File: config.mk
export PLATFORM = sky130hd
export DESIGN_NAME = asid_tlb
export DESIGN_NICKNAME = d
export VERILOG_FILES = /design/src/rtl/tlb_pkg.sv /design/src/rtl/tlb_entry_array.sv /design/src/rtl/tlb_victim_sel.sv /design/src/rtl/tlb_result_mux.sv /design/src/rtl/asid_tlb.sv
export SDC_FILE = /design/constraint.sdc
export NUM_CORES = 1
export LEC_CHECK = 0
export BUFFER_PORTS_ARGS = -buffer_cell sky130_fd_sc_hd__buf_2
export CORE_MARGIN = 4
export CORE_UTILIZATION = 52
export CTS_CLUSTER_SIZE = 16
export DETAILED_ROUTE_END_ITERATION = 16
export GPL_ROUTABILITY_DRIVEN = 1
export GPL_TIMING_DRIVEN = 0
export PLACE_DENSITY = 0.69
export SYNTH_ARGS = -nofsm -noshare
export SYNTH_HDL_FRONTEND = slang
export SYNTH_SLANG_ARGS = --single-unit
File: constraint.sdc
create_clock -name clk -period 8.9 [get_ports clk]
set_clock_uncertainty 0.15 [all_clocks]
set_input_delay 0.445 -clock clk [delete_from_list [all_inputs] [get_ports clk]]
set_output_delay 0.445 -clock clk [all_outputs]
set_load 0.03 [all_outputs]
File: src/rtl/tlb_pkg.sv
// Package: shared access-type encoding, permission bit positions and the
// replacement shift-register constants for the translation cache.
// Assumes: permissions are always three bits (read, write, execute).
package tlb_pkg;

    typedef enum logic [1:0] {
        ACC_READ  = 2'b00,
        ACC_WRITE = 2'b01,
        ACC_EXEC  = 2'b10,
        ACC_RMW   = 2'b11
    } acc_t;

    localparam int PERM_BITS = 3;
    localparam int PB_READ   = 0;
    localparam int PB_WRITE  = 1;
    localparam int PB_EXEC   = 2;

    localparam int              RAND_W    = 16;
    localparam logic [RAND_W-1:0] RAND_SEED = 16'hACE1;

    // Permission bits that an access type requires.
    function automatic logic [PERM_BITS-1:0] need_mask(acc_t a);
        logic [PERM_BITS-1:0] m;
        m = '0;
        case (a)
            ACC_READ:  m[PB_READ]  = 1'b1;
            ACC_WRITE: m[PB_WRITE] = 1'b1;
            ACC_EXEC:  m[PB_EXEC]  = 1'b1;
            default: begin
                m[PB_READ]  = 1'b1;
                m[PB_WRITE] = 1'b1;
            end
        endcase
        return m;
    endfunction

    // One step of the replacement shift register.
    function automatic logic [RAND_W-1:0] rand_step(logic [RAND_W-1:0] s);
        logic fb;
        fb = s[15] ^ s[13] ^ s[12] ^ s[10];
        return {s[RAND_W-2:0], fb};
    endfunction

endpackage

File: src/rtl/tlb_entry_array.sv
// Module: tlb_entry_array
// Holds the translation slots and compares every slot in parallel against
// the lookup key and the refill key. Applies flushes and writes.
// Assumes: the caller never raises wr_en in a cycle with a flush; only the
// valid bits are reset, the data fields are read only while valid.
module tlb_entry_array
    import tlb_pkg::*;
#(
    parameter int ENTRIES = 16,
    parameter int VPN_W   = 20,
    parameter int PFN_W   = 20,
    parameter int ASID_W  = 8,
    localparam int IDX_W  = $clog2(ENTRIES)
) (
    input  logic                       clk,
    input  logic                       rst_n,
    input  logic [VPN_W-1:0]           lk_vpn,
    input  logic [ASID_W-1:0]          lk_asid,
    input  logic [VPN_W-1:0]           rf_vpn,
    input  logic [ASID_W-1:0]          rf_asid,
    input  logic [PFN_W-1:0]           rf_pfn,
    input  logic [PERM_BITS-1:0]       rf_perm,
    input  logic                       rf_global,
    input  logic                       wr_en,
    input  logic [IDX_W-1:0]           wr_idx,
    input  logic                       flush_all,
    input  logic                       flush_asid_en,
    input  logic [ASID_W-1:0]          flush_asid,
    output logic [ENTRIES-1:0]         valid_o,
    output logic [ENTRIES-1:0]         lk_match_o,
    output logic [ENTRIES-1:0]         rf_match_o,
    output logic [ENTRIES*PFN_W-1:0]   pfn_flat_o,
    output logic [ENTRIES*PERM_BITS-1:0] perm_flat_o
);

    for (genvar i = 0; i < ENTRIES; i++) begin : g_slot
        logic                 v_q;
        logic                 g_q;
        logic [ASID_W-1:0]    asid_q;
        logic [VPN_W-1:0]     vpn_q;
        logic [PFN_W-1:0]     pfn_q;
        logic [PERM_BITS-1:0] perm_q;
        logic                 sel;

        assign sel = wr_en && (wr_idx == IDX_W'(i));

        // Valid bit: reset, flushes, write and conflict removal.
        always_ff @(posedge clk) begin
            if (!rst_n) begin
                v_q <= 1'b0;
            end else if (flush_all) begin
                v_q <= 1'b0;
            end else if (flush_asid_en && !g_q && (asid_q == flush_asid)) begin
                v_q <= 1'b0;
            end else if (sel) begin
                v_q <= 1'b1;
            end else if (wr_en && rf_match_o[i]) begin
                v_q <= 1'b0;
            end
        end

        // Data fields: loaded only when this slot is written.
        always_ff @(posedge clk) begin
            if (sel) begin
                g_q    <= rf_global;
                asid_q <= rf_asid;
                vpn_q  <= rf_vpn;
                pfn_q  <= rf_pfn;
                perm_q <= rf_perm;
            end
        end

        // Parallel compare against the lookup key.
        assign lk_match_o[i] = v_q && (vpn_q == lk_vpn) &&
                               (g_q || (asid_q == lk_asid));
        // Parallel compare against the refill key (conflict detection).
        assign rf_match_o[i] = v_q && (vpn_q == rf_vpn) &&
                               (g_q || rf_global || (asid_q == rf_asid));

        assign valid_o[i] = v_q;
        assign pfn_flat_o[i*PFN_W +: PFN_W]            = pfn_q;
        assign perm_flat_o[i*PERM_BITS +: PERM_BITS]   = perm_q;
    end

endmodule

File: src/rtl/tlb_victim_sel.sv
// Module: tlb_victim_sel
// Picks the slot a refill writes: the lowest conflicting slot first, then
// the lowest empty slot, otherwise a pseudo-random slot taken from a
// free-running shift register.
// Assumes: ENTRIES is a power of two between 2 and 65536.
module tlb_victim_sel
    import tlb_pkg::*;
#(
    parameter int ENTRIES = 16,
    localparam int IDX_W  = $clog2(ENTRIES)
) (
    input  logic               clk,
    input  logic               rst_n,
    input  logic [ENTRIES-1:0] valid_i,
    input  logic [ENTRIES-1:0] conflict_i,
    output logic [IDX_W-1:0]   idx_o
);

    logic [RAND_W-1:0] rand_q;
    logic [IDX_W-1:0]  first_conf;
    logic [IDX_W-1:0]  first_free;
    logic              any_conf;
    logic              any_free;

    // Free-running replacement register, advancing on every edge.
    always_ff @(posedge clk) begin
        if (!rst_n) begin
            rand_q <= RAND_SEED;
        end else begin
            rand_q <= rand_step(rand_q);
        end
    end

    // Lowest-numbered conflicting slot.
    always_comb begin
        any_conf   = 1'b0;
        first_conf = '0;
        for (int i = ENTRIES - 1; i >= 0; i--) begin
            if (conflict_i[i]) begin
                any_conf   = 1'b1;
                first_conf = IDX_W'(i);
            end
        end
    end

    // Lowest-numbered empty slot.
    always_comb begin
        any_free   = 1'b0;
        first_free = '0;
        for (int i = ENTRIES - 1; i >= 0; i--) begin
            if (!valid_i[i]) begin
                any_free   = 1'b1;
                first_free = IDX_W'(i);
            end
        end
    end

    // Final choice in priority order.
    always_comb begin
        if (any_conf) begin
            idx_o = first_conf;
        end else if (any_free) begin
            idx_o = first_free;
        end else begin
            idx_o = rand_q[IDX_W-1:0];
        end
    end

endmodule

File: src/rtl/tlb_result_mux.sv
// Module: tlb_result_mux
// Folds the one-hot lookup match vector into a single frame number and
// permission field with an AND-OR tree.
// Assumes: at most one match bit is set.
module tlb_result_mux
    import tlb_pkg::*;
#(
    parameter int ENTRIES = 16,
    parameter int PFN_W   = 20
) (
    input  logic [ENTRIES-1:0]           match_i,
    input  logic [ENTRIES*PFN_W-1:0]     pfn_flat_i,
    input  logic [ENTRIES*PERM_BITS-1:0] perm_flat_i,
    output logic                         any_o,
    output logic [PFN_W-1:0]             pfn_o,
    output logic [PERM_BITS-1:0]         perm_o
);

    // AND-OR selection of the matching slot's fields.
    always_comb begin
        pfn_o  = '0;
        perm_o = '0;
        for (int i = 0; i < ENTRIES; i++) begin
            if (match_i[i]) begin
                pfn_o  = pfn_o  | pfn_flat_i[i*PFN_W +: PFN_W];
                perm_o = perm_o | perm_flat_i[i*PERM_BITS +: PERM_BITS];
            end
        end
    end

    assign any_o = |match_i;

endmodule

File: src/rtl/asid_tlb.sv
// Module: asid_tlb
// Fully associative, identifier-tagged translation cache. A lookup returns
// hit/miss/fault and the frame number on the registered outputs one edge
// later. Refills land in the conflicting, empty or pseudo-random slot;
// invalidates drop every slot or the private slots of one identifier.
// Assumes: synchronous active-low reset; flushes win over a refill.
module asid_tlb
    import tlb_pkg::*;
#(
    parameter int ENTRIES = 16,
    parameter int VPN_W   = 20,
    parameter int PFN_W   = 20,
    parameter int ASID_W  = 8,
    localparam int IDX_W  = $clog2(ENTRIES)
) (
    input  logic                 clk,
    input  logic                 rst_n,
    input  logic                 lk_valid,
    input  logic [VPN_W-1:0]     lk_vpn,
    input  logic [ASID_W-1:0]    lk_asid,
    input  logic [1:0]           lk_acc,
    input  logic                 rf_valid,
    input  logic [VPN_W-1:0]     rf_vpn,
    input  logic [ASID_W-1:0]    rf_asid,
    input  logic [PFN_W-1:0]     rf_pfn,
    input  logic [PERM_BITS-1:0] rf_perm,
    input  logic                 rf_global,
    input  logic                 inv_all,
    input  logic                 inv_asid_en,
    input  logic [ASID_W-1:0]    inv_asid,
    output logic                 rs_valid,
    output logic                 rs_hit,
    output logic                 rs_miss,
    output logic                 rs_fault,
    output logic [PFN_W-1:0]     rs_pfn
);

    logic [ENTRIES-1:0]           entry_valid;
    logic [ENTRIES-1:0]           lk_match;
    logic [ENTRIES-1:0]           rf_match;
    logic [ENTRIES*PFN_W-1:0]     pfn_flat;
    logic [ENTRIES*PERM_BITS-1:0] perm_flat;
    logic [IDX_W-1:0]             victim;
    logic                         wr_en;
    logic                         sel_any;
    logic [PFN_W-1:0]             sel_pfn;
    logic [PERM_BITS-1:0]         sel_perm;
    logic [PERM_BITS-1:0]         need;
    logic                         allowed;

    // A refill is accepted only when no invalidate is active.
    assign wr_en = rf_valid && !inv_all && !inv_asid_en;

    tlb_entry_array #(
        .ENTRIES(ENTRIES), .VPN_W(VPN_W), .PFN_W(PFN_W), .ASID_W(ASID_W)
    ) u_array (
        .clk          (clk),
        .rst_n        (rst_n),
        .lk_vpn       (lk_vpn),
        .lk_asid      (lk_asid),
        .rf_vpn       (rf_vpn),
        .rf_asid      (rf_asid),
        .rf_pfn       (rf_pfn),
        .rf_perm      (rf_perm),
        .rf_global    (rf_global),
        .wr_en        (wr_en),
        .wr_idx       (victim),
        .flush_all    (inv_all),
        .flush_asid_en(inv_asid_en),
        .flush_asid   (inv_asid),
        .valid_o      (entry_valid),
        .lk_match_o   (lk_match),
        .rf_match_o   (rf_match),
        .pfn_flat_o   (pfn_flat),
        .perm_flat_o  (perm_flat)
    );

    tlb_victim_sel #(.ENTRIES(ENTRIES)) u_victim (
        .clk       (clk),
        .rst_n     (rst_n),
        .valid_i   (entry_valid),
        .conflict_i(rf_match),
        .idx_o     (victim)
    );

    tlb_result_mux #(.ENTRIES(ENTRIES), .PFN_W(PFN_W)) u_mux (
        .match_i    (lk_match),
        .pfn_flat_i (pfn_flat),
        .perm_flat_i(perm_flat),
        .any_o      (sel_any),
        .pfn_o      (sel_pfn),
        .perm_o     (sel_perm)
    );

    // Permission test of the matched slot against the access type.
    assign need    = need_mask(acc_t'(lk_acc));
    assign allowed = ((sel_perm & need) == need);

    // Registered lookup result.
    always_ff @(posedge clk) begin
        if (!rst_n) begin
            rs_valid <= 1'b0;
            rs_hit   <= 1'b0;
            rs_miss  <= 1'b0;
            rs_fault <= 1'b0;
            rs_pfn   <= '0;
        end else begin
            rs_valid <= lk_valid;
            rs_hit   <= lk_valid && sel_any && allowed;
            rs_fault <= lk_valid && sel_any && !allowed;
            rs_miss  <= lk_valid && !sel_any;
            rs_pfn   <= (lk_valid && sel_any && allowed) ? sel_pfn : '0;
        end
    end

endmodule

* Word-level counts from Yosys, hierarchy flattened
Cells that the tools add are included.
** Word-level totals
- Memories kept :: 0
- Bits in writable memories :: 0
- Word-level logic and storage cells :: 608
- Register bits after elaboration :: 888
- Bits in read-only memories :: 0
- Output and inout bits :: 24
- Latch bits :: 0
** Cells by class
- Order comparisons :: 0
- Multiply operators :: 0
- Multiplexer cells :: 133
- Bitwise operators :: 35
- Shift operators :: 0
- Add/sub/neg operators :: 0
- Reductions and logical operators :: 240
- Divide/modulo/power cells :: 0
- Equality and inequality tests :: 98
** Operators with widths (number)
- $eq 20x20->1 :: 32
- $eq 8x8->1 :: 48
- $mux 20 :: 16
- $or 20x20->20 :: 15
- $mux 4 :: 34
- $logic_and 1x1->1 :: 134
- $mux 1 :: 67
- $logic_or 1x1->1 :: 48
- $mux 3 :: 16
- $reduce_or 3->1 :: 16
- $or 3x3->3 :: 15
- $eq 4x4->1 const B :: 8
- $reduce_bool 2->1 :: 16
- $logic_not 1->1 :: 20
- $eq 4x3->1 const B :: 4
- $reduce_or 16->1 :: 1
- $eq 4x2->1 const B :: 2
- $eq 4x1->1 const B :: 1
- $logic_not 4->1 :: 1
- $reduce_or 2->1 :: 2
- $and 3x3->3 :: 1
- $eq 3x3->1 :: 1
- $xor 1x1->1 :: 3
- $eq 2x1->1 const B :: 1
- 4 further kinds :: 4

* Logic depth before layout (Yosys ltp)
Gate-level depths: netlist of the first run.
- Depth in word-level cells :: 38
- Gate-level depth with buffers :: 14

* Cells and area by module
Synthesis of the first run repeated with hierarchy kept, for this count alone.
** Second synthesis, totals
- Cells, all modules :: 2943
- Area total of the unflattened synthesis :: 42117.9 um^2
** By module, submodules not included
- tlb_entry_array :: cells each 2511, area an instance 38217.9 um^2, times used 1, seq. area each 25304.3 um^2
- tlb_result_mux :: cells each 244, area an instance 2014.4 um^2, times used 1, seq. area each 0.0 um^2
- asid_tlb :: cells each 89, area an instance 1048.5 um^2, times used 1, seq. area each 480.5 um^2
- tlb_victim_sel :: cells each 99, area an instance 837.1 um^2, times used 1, seq. area each 320.3 um^2

* Worst setup path after synthesis of the first run
Ideal clock, no wire load.
- Path kind :: in2reg
- Start point :: input rf_asid[5]
- End point :: register u_array.g_slot[9].asid_q[0] (enable)
- Stages :: 12
- Path buffers :: 3
- Path slack :: 1.960 ns
- Arrival time :: 6.253 ns
- Cell sequence :: buf_4 > buf_6 > xor2_1 > nor4_1 > a211oi_1 > or3_1 > nand4_2 > nor4_1 > a311oi_1 > a21oi_1 > buf_2 > nor3b_1
** Between the ends
- Longest elaborated chain between the ends :: 22
- Elaborated cells on any way between the ends :: 83
- Those cells by class :: eq/ne (17); mux (33); reduce/logical (33)
** RTL lines
- start: declaration :: RTL line asid_tlb.sv:24 : input logic [ASID_W-1:0] rf_asid,
- $eq 8x8->1 :: RTL line tlb_entry_array.sv:78 : (g_q || rf_global || (asid_q == rf_asid));
- $logic_or 1x1->1 :: RTL line tlb_entry_array.sv:78
- $logic_and 1x1->1 :: RTL line tlb_entry_array.sv:77 : assign rf_match_o[i] = v_q && (vpn_q == rf_vpn) &&
- $mux 4 or $mux 1 (tied branches) (16 in series) :: RTL line tlb_victim_sel.sv:39 : if (conflict_i[i]) begin
- $mux 4 * :: RTL line tlb_victim_sel.sv:60 : if (any_conf) begin
- $eq 4x4->1 * :: RTL line tlb_entry_array.sv:45 : assign sel = wr_en && (wr_idx == IDX_W'(i));
- $logic_and 1x1->1 * :: RTL line tlb_entry_array.sv:45
- via u_array.g_slot[9].sel :: RTL line tlb_entry_array.sv:43 : logic sel;
- end signal: assignment :: RTL line tlb_entry_array.sv:66 : asid_q <= rf_asid;
- end: declaration :: RTL line tlb_entry_array.sv:39 : logic [ASID_W-1:0] asid_q;
Mark *: on every way through the listed nets, which the timed path passes. The rest lies on a longest branch.
A chain may end at the register's enable or synchronous reset.

* Worst setup path after layout of the first run
- Start point :: input rf_vpn[5]
- End point :: register u_array.g_slot[10].vpn_q[17] (enable)
** Between the ends
- Longest elaborated chain between the ends :: 22
- Elaborated cells on any way between the ends :: 83
- Those cells by class :: eq/ne (17); mux (33); reduce/logical (33)
** RTL lines
- start: declaration :: RTL line asid_tlb.sv:23 : input logic [VPN_W-1:0] rf_vpn,
- $eq 20x20->1 :: RTL line tlb_entry_array.sv:77
- $logic_and 1x1->1 (2 in series) :: RTL line tlb_entry_array.sv:77
- $mux 4 or $mux 1 (tied branches) (16 in series) :: RTL line tlb_victim_sel.sv:39
- $mux 4 * :: RTL line tlb_victim_sel.sv:60
- $eq 4x4->1 * :: RTL line tlb_entry_array.sv:45
- $logic_and 1x1->1 * :: RTL line tlb_entry_array.sv:45
- via u_array.g_slot[10].sel :: RTL line tlb_entry_array.sv:43
- end signal: assignment :: RTL line tlb_entry_array.sv:67 : vpn_q <= rf_vpn;
- end: declaration :: RTL line tlb_entry_array.sv:40 : logic [VPN_W-1:0] vpn_q;
Marked as above.

==> metrics.md, run 1 <==
| Metric | Value |
|---|---|
| Status | finished with violations |
| Failing checks | capacitance limit |
| Pre-CTS setup slack | between 2 and 2.5 ns |
| H-tree levels | 3 |
| Via count | 27416 |
| CP startpoint kind | input port |
| Total Wirelength | 145000 um |
| GRT Total Usage | 33.2% |
| Sequential element share of the synthesized area | between 60% and 70% |
| Max-cap viol count | 1 |
| Sw power | ~0.0021 W |
| CTS tree | done |
| Routability congestion estimate | around 0.95 |
| Synth area leaders | edfxtp_1, xor2_1, xnor2_1 |
| Starting density of the core | between 50% and 60% |
| Row cnt | 103 |
| Setup ws final | ~2.8 ns |
| FILL cells | ~6100 |
| Layout cell share with drive strength beyond 1 | between 10% and 20% |
| Period Utilization, post-route | approximately two thirds |
| RSZ-0062 raised after global routing | false |
| Placed insts | ~4000 |
| Clk pwr share | 42.5% |
| Slew margin rel. | less than 1% |
| Routed vias/inst | 6.45 |
| CTS root buffer | clkbuf_16 |
| Worst vdd ir | between 0.15 and 0.2 mV |
| Die span in y | 292 um |
| Syn_nets | about 3000 |
| Later-pin clock latency in the skew report | between 0.6 and 0.7 ns |
| Class of the worst hold path | in -> reg |
| Power density over cell area | roughly 190 mW/mm^2 |
| Shortest period the worst path allows | a little over 6 ns |
| Worst Max-Slew Pin Slew | around 1.5 ns |
| DRC | 0 |
| CTS max path bufs | 3 |
| Synth top area share | around three fifths |
| Critical-path top delay cell | nor4_1 |
| Critical path type | in -> reg |
| PortBufs | 83 |
| Area growth from synthesis to layout | 13.6% |
| Max Freq | between 150 and 200 MHz |
| Syn. warnings | 0 |
| Largest stage delay on the critical path | approximately 0.93 ns |
| Initial DRC count | approximately 3300 |
| TritonRoute pass-1 iters | 7 |
| Final slew viol count | 0 |
| CP delay by family, top | simple AND/OR/NAND/NOR gates |
| WP data arrival | ~6.3 ns |
| Non-filler instance count after layout | ~4200 |
| Overflow after GRT | 0 |
| Ys flop type | edfxtp_1 |
| DR WL/cell | between 30 and 40 um |
| Leak | 15.5 nW |
| EDFF count, synth | ~830 |
| TNS Setup | 0 ns |
| Area leader, netlist | edfxtp_1 |
| Async set-or-reset flop fraction in the synthesized netlist | 0% |
| Num CTS Buffers | 94 |
| ANT nets after route | 0 |
| Most numerous cell on the critical path | buf_2 |
| Buf/Inv on CP | 4 |
| Die ar. | approximately 0.085 sq mm |
| Combinational Power Share | around 6.7% |
| Cell-by-cell trace of the critical path | buf_2 > buf_2 > xnor2_1 > nand4_1 > nor4_1 > o311ai_0 > a221oi_1 > o2111ai_1 > a21oi_2 > nand2b_1 > nor2_4 > buf_16 > buf_12 |
| Ant diodes | 0 |
| Post-layout net count | roughly 3200 |
| Estimated wirelength of the detail-placed design | 93000 um |
| Overall Power | roughly 0.0090 W |
| Number of distinct library cells after synthesis | between 60 and 70 |
| Sw Share | a little under a quarter |
| Setup violators final | 0 |
| WP data required | about 9.1 ns |
| Initial antenna violation count | 5 |
| Pint | between 0.006 and 0.007 W |
| Syn avg cell area | ~15 sq um |
| Sequential power share | between 50% and 60% |
| Core area | ~0.08 sq mm |
| Chip width | approximately 290 um |
| Mapped Cells | between 2000 and 3000 |
| CTS Sinks | a little under 900 |
| Setup crit end kind | flop |
| Post CTS Setup Buffer Count | 0 |
| Pin count of the biggest net entering global routing | 53 |
| Crit Path Max Fanout | 25 |
| Clk pin slew, worst setup/hold paths | ~0.060 ns |
| Post-Syn Area | ~0.042 sq mm |
| I/O pin cnt | 120 |
| Vias in the first global route | about 27000 |
| First-pass GRT wire length | ~200000 um |
| Final hold violation count | 0 |
| Register bit total from synthesis | between 800 and 900 |
-- flip-flops by register name, summed over array words and instances, names as in the netlist --
register / count
u_array.g_slot.v_q: 16
rs_miss: 1
rs_hit: 1
rs_fault: 1
u_array.g_slot.pfn_q: 320
u_victim.rand_q: 16
u_array.g_slot.g_q: 16
u_array.g_slot.perm_q: 48
u_array.g_slot.asid_q: 128
u_array.g_slot.vpn_q: 320
rs_pfn: 20
rs_valid: 1
-- metal layers --
metal,GRT usage [%],vias to the layer above,wire length (um)
met5,0,-,26
met4,17.3,4,8560
met3,6.64,399,14900
met2,53.2,1810,67700
met1,43.0,13910,54100
li1,-,11293,-
-- cell usage in the layout, fill, tap and decap left out, types with 10 or more instances in the layout --
cell / count
edfxtp_1: 832
xor2_1: 651
xnor2_1: 375
nor4_1: 157
buf_2: 135
nand4_1: 109
clkbuf_16: 95
a221oi_1: 83
a22o_1: 80
buf_6: 67
clkbuf_1: 56
dfxtp_1: 56
nand3_1: 41
buf_4: 34
nor3_1: 28
a21oi_1: 28
nand2_1: 26
nor2_1: 24
o21ai_0: 24
a41oi_2: 19
clkinv_2: 19
a22oi_1: 18
nor4b_1: 16
dlygate4sd3_1: 16
nor3_2: 14
and2_1: 12
nand2b_1: 12
clkbuf_8: 12
inv_1: 11
buf_12: 11
a211oi_1: 10
-- kinds of logic after synthesis --
| group | synth area share [%] |
|---|---|
| AND/OR/NAND/NOR | 6.98 |
| AO/OA/AOI/OAI | 6.25 |
| XOR/XNOR | 21.4 |
| buffers and inverters | 3.01 |
| flip-flops | 62.3 |
| adder cells (fa/ha/maj) | 0.0597 |
-- Yosys cell counts (3+ instances only) --
master    instances
a211o_1           5
a211oi_1         10
a21boi_1          3
a21oi_1          28
a221o_1           3
a221oi_1         83
a222oi_1          3
a22o_1           80
a22oi_1          18
a41oi_2          19
and2_1           12
and3_1            8
buf_1             3
buf_2            52
buf_4            34
buf_6            49
clkbuf_1         31
dfxtp_1          56
edfxtp_1        832
inv_1            16
nand2_1          26
nand2b_1         12
nand3_1          41
nand4_1         109
nor2_1           31
nor3_1           31
nor3_2           11
nor4_1          157
nor4_2            5
nor4b_1          16
o21ai_0          24
o311ai_2          4
or3_1             8
xnor2_1         375
xor2_1          651
-- power groups by stage --
stage	sequential, W	clock [W]	combinational [W]
4_1_cts	0.00458	0.00386	0.000591
3_5_place_dp	0.00467	0	0.000583
6_report	0.00458	0.00384	0.000607
5_1_grt	0.00458	0.00405	0.000624
3_3_place_gp	0.00467	0	0.000572
2_1_floorplan	0.00467	0	0.000324
-- cell type report --
| cell class | count | area (sq um) | area share, % |
|---|---|---|---|
| Sequential cell | 888 | 26100 | 54.8 |
| Multi-Input combinational cell | 1810 | 14600 | 30.7 |
| Clock buffer | 132 | 2640 | 5.54 |
| Tap cell | 1050 | 1310 | 2.76 |
| Timing Repair Buffer | 141 | 1280 | 2.69 |
| Buffer | 170 | 1200 | 2.53 |
| Clock inverter | 41 | 372 | 0.780 |
| Inverter | 16 | 67.6 | 0.142 |
-- worst reg2reg max path, cell delays in order, from the launching register on --
cell and delay (ns):
edfxtp_1 0.42, xnor2_1 0.21, nand4_1 0.14, nor4_1 0.92, o311ai_0 0.50, a221oi_1 0.62, o2111ai_1 0.26, a21oi_2 0.49
nand2b_1 0.46, nor2_4 0.72, buf_16 0.26, buf_12 0.22
-- stage by stage --
| stage | utilization [%] | hold WS, ns | instance area (sq um) |
|---|---|---|---|
| finish | 59.9 | 0.0287 | 47600 |
| global route | 59.9 | 0.0197 | 47600 |
| CTS | 59.9 | 0.000476 | 47600 |
| detailed placement | 55.9 | 0.247 | 44400 |
| global placement | 54.9 | 0.240 | 43700 |
| floorplan | - | 0.236 | 41900 |
-- what timing repair did --
action,CTS,global route
gates resized for setup,0,0
hold endpoints to repair,184,0
endpoints found under the setup margin,0,0
hold buffers,16,0
-- final timing paths --
path | from | endpoint | cells after the start | slack [ns]
worst max-delay path | rf_vpn[5] | u_array.g_slot[10].vpn_q[17]$_DFFE_PP_ | 13 | 2.82
worst min-delay path | rf_pfn[11] | u_array.g_slot[13].pfn_q[11]$_DFFE_PP_ | 1 | 0.03
worst max register to register | u_array.g_slot[14].vpn_q[11]$_DFFE_PP_ | u_array.g_slot[10].vpn_q[17]$_DFFE_PP_ | 11 | 3.20
worst min register to register | u_victim.rand_q[4]$_SDFF_PN0_ | u_victim.rand_q[5]$_SDFF_PN1_ | 1 | 0.25
Note: power is estimated with default switching activity, not from simulation.
==> run 2: changes to the inputs <==
==> constraint.sdc (replaced) <==
create_clock -name clk -period 5.6 [get_ports clk]
set_clock_uncertainty 0.15 [all_clocks]
set_input_delay 0.28 -clock clk [delete_from_list [all_inputs] [get_ports clk]]
set_output_delay 0.28 -clock clk [all_outputs]
set_load 0.03 [all_outputs]
==> metrics.md, run 2 (same netlist as run 1, synthesis figures left out) <==
| Metric | Value |
|---|---|
| Met2 usage | 53.0% (-0.27 points) |
| CP startpoint kind | flop |
| Largest regs | u_array.g_slot.pfn_q (320), u_array.g_slot.vpn_q (320), u_array.g_slot.asid_q (128) |
| Final hold violation count | 0 (unchanged) |
| GRT Total Usage | 33.7% (+0.50 points) |
| DRC | 0 (unchanged) |
| Overflow after GRT | 0 (unchanged) |
| Initial antenna violation count | 1 (-4) |
| Worst vdd ir | 0.361 mV (+93%) |
| PortBufs | 83 (unchanged) |
| Leak | 15.7 nW (+1.3%) |
| Class of the worst hold path | in -> reg |
| CTS root buffer | clkbuf_16 |
| RSZ-0062 raised after global routing | false |
| Placed insts | 4059 (unchanged) |
| I/O pin cnt | 120 (unchanged) |
| Status | finished with violations |
| Shortest period the worst path allows | 5.71 ns |
| Clk pin slew, worst setup/hold paths | 0.06 ns (about the same) |
| Later-pin clock latency in the skew report | 0.67 ns (about the same) |
| Max-cap viol count | 0 (-1) |
| TritonRoute pass-1 iters | 5 (-2) |
| Worst setup path startpoint | u_array.g_slot[8].asid_q[6]$_DFFE_PP_ |
| Post-layout net count | 3251 (+0.99%) |
| Die ar. | 0.0852 sq mm (unchanged) |
| Row cnt | 103 (unchanged) |
| DR WL/cell | 34.4 um (+0.68%) |
| Layout cell share with drive strength beyond 1 | 14.4% (-0.12 points) |
| Initial DRC count | 3653 (+10%) |
| CTS tree | done |
| Met3 usage | 6.67% (+0.030 points) |
| Total Wirelength | 147000 um (+1.5%) |
| Core area | 0.0795 sq mm (unchanged) |
| Pin count of the biggest net entering global routing | 53 (unchanged) |
| Pre-CTS setup slack | -0.662 ns (-3.03 ns) |
| First-pass GRT wire length | 204000 um (+1.5%) |
| Worst Max-Slew Pin Slew | 1.42 ns (-0.0608 ns) |
| Ant diodes | 0 (unchanged) |
| Hold path startpoint | rf_vpn[13] |
| Crit Path Max Fanout | 11 (-56%) |
| Setup violators final | 46 (+46) |
| CTS Sinks | 888 (unchanged) |
| Most Crowded Layer GR | met2 |
| Critical path type | reg -> reg |
| Routed vias/inst | 6.44 (-0.28%) |
| Routability congestion estimate | 0.947 (-0.31%) |
| Starting density of the core | 52.7% (unchanged) |
| Chip width | 292 um (unchanged) |
| Setup crit end kind | flop |
| Setup ws final | -0.113 ns (-2.93 ns) |
| Max Freq | roughly 180 MHz |
| Failing checks | setup timing |
| H-tree levels | 3 (unchanged) |
| CTS max path bufs | 3 (unchanged) |
| Estimated wirelength of the detail-placed design | 92300 um (-0.77%) |
| Slew margin rel. | 4.52% (+4.1 points) |
| Vias in the first global route | 27398 (+0.16%) |
| Met1 Track Usage GR | 44.7% (+1.7 points) |
| WP data required | 5.83 ns (-3.27 ns) |
| Area growth from synthesis to layout | 14.8% |
| ANT nets after route | 0 (unchanged) |
| Final core occ | 60.5% (+0.64 points) |
| Power density over cell area | 304 mW/mm^2 (+60%) |
| Non-filler instance count after layout | 4281 (+0.78%) |
| Period Utilization, post-route | 102% |
| Commonest non-fill, non-tap cells in the layout | edfxtp_1, xor2_1, xnor2_1, nor4_1, buf_2 |
| Final slew viol count | 0 (unchanged) |
| Die span in y | 292 um (unchanged) |
| Num CTS Buffers | 93 (-1.1%) |
| Via count | 27552 (+0.50%) |
| FF-to-FF Start | u_array.g_slot[8].asid_q[6]$_DFFE_PP_ |
| Commonest non-fill, non-tap cell in the layout | edfxtp_1 |
| WP data arrival | 5.95 ns (-0.33 ns) |
## run 2: cell types whose count changed in the layout (fill, tap and decap cells not counted), sizes merged
cell,previous run,this run
bufinv,4,11
clkinv,33,38
clkinvlp,2,3
buf,263,266
dlygate4sd3,16,46
clkbuf,163,150
## run 2: metrics by stage
stage	setup TNS [ns]	total power, W	hold slack (ns)	area, sq um
6_report	-2.56	0.0146	0.0423	48100
5_1_grt	0	0.0150	0.00499	48100
4_1_cts	0	0.0146	0.00913	48000
3_5_place_dp	-240.38	0.00835	0.246	44500
3_3_place_gp	-3142.32	0.00834	0.241	43700
2_1_floorplan	-132.05	0.00794	0.203	41900
## run 2: area by class of cell
cell class / count / area (sq um)
clock inverter: 54 / 652
timing repair buffer: 174 / 1640
buffer: 170 / 1200
inverter: 16 / 67.6
fill: 5998 / 31400
tap: 1050 / 1310
clock buffer: 119 / 2470
sequential: 888 / 26100
multi-input combinational: 1810 / 14700
## run 2: where the power goes
part	leakage [nW]	internal [W]	switching (W)	total, W
Combinational	6.27	0.000310	0.000684	0.000993
Clock	1.51	0.00366	0.00268	0.00634
Sequential	7.94	0.00727	0.0000129	0.00728
## run 2: critical path, stage by stage (launching register included)
cell and delay, ns:
edfxtp_1 0.45, xnor2_1 0.23, nand4_1 0.13, o21ai_0 0.94, nand4_1 0.71, and2_1 0.40, o221ai_1 0.27, a311oi_1 0.13
a21oi_1 0.34, buf_2 0.33, nor3b_4 0.70, buf_8 0.27, buf_6 0.18, buf_8 0.18
## run 2: path summary, 6_finish.rpt
kind | to | slack [ns] | cells past startpoint
worst min-delay path | u_array.g_slot[8].vpn_q[13]$_DFFE_PP_ | 0.04 | 1
worst max-delay path | u_array.g_slot[9].pfn_q[5]$_DFFE_PP_ | -0.11 | 13
worst max register to register | u_array.g_slot[9].pfn_q[5]$_DFFE_PP_ | -0.11 | 13
worst min register to register | u_victim.rand_q[5]$_SDFF_PN1_ | 0.26 | 1
## run 2: repair_timing
action                                 4_1_cts  5_1_grt
gates resized for setup                      0        4
hold buffers                                46        0
endpoints found under the hold margin      472        0
setup buffers                                0        3
setup endpoints to repair                    0       70
## run 2: per-layer routing
metal  share of wire [%]  routed length, um
met1                  37              55000
met3                  11              15700
met4                 6.0               8850
met2                  46              67800
met5                   0                  0
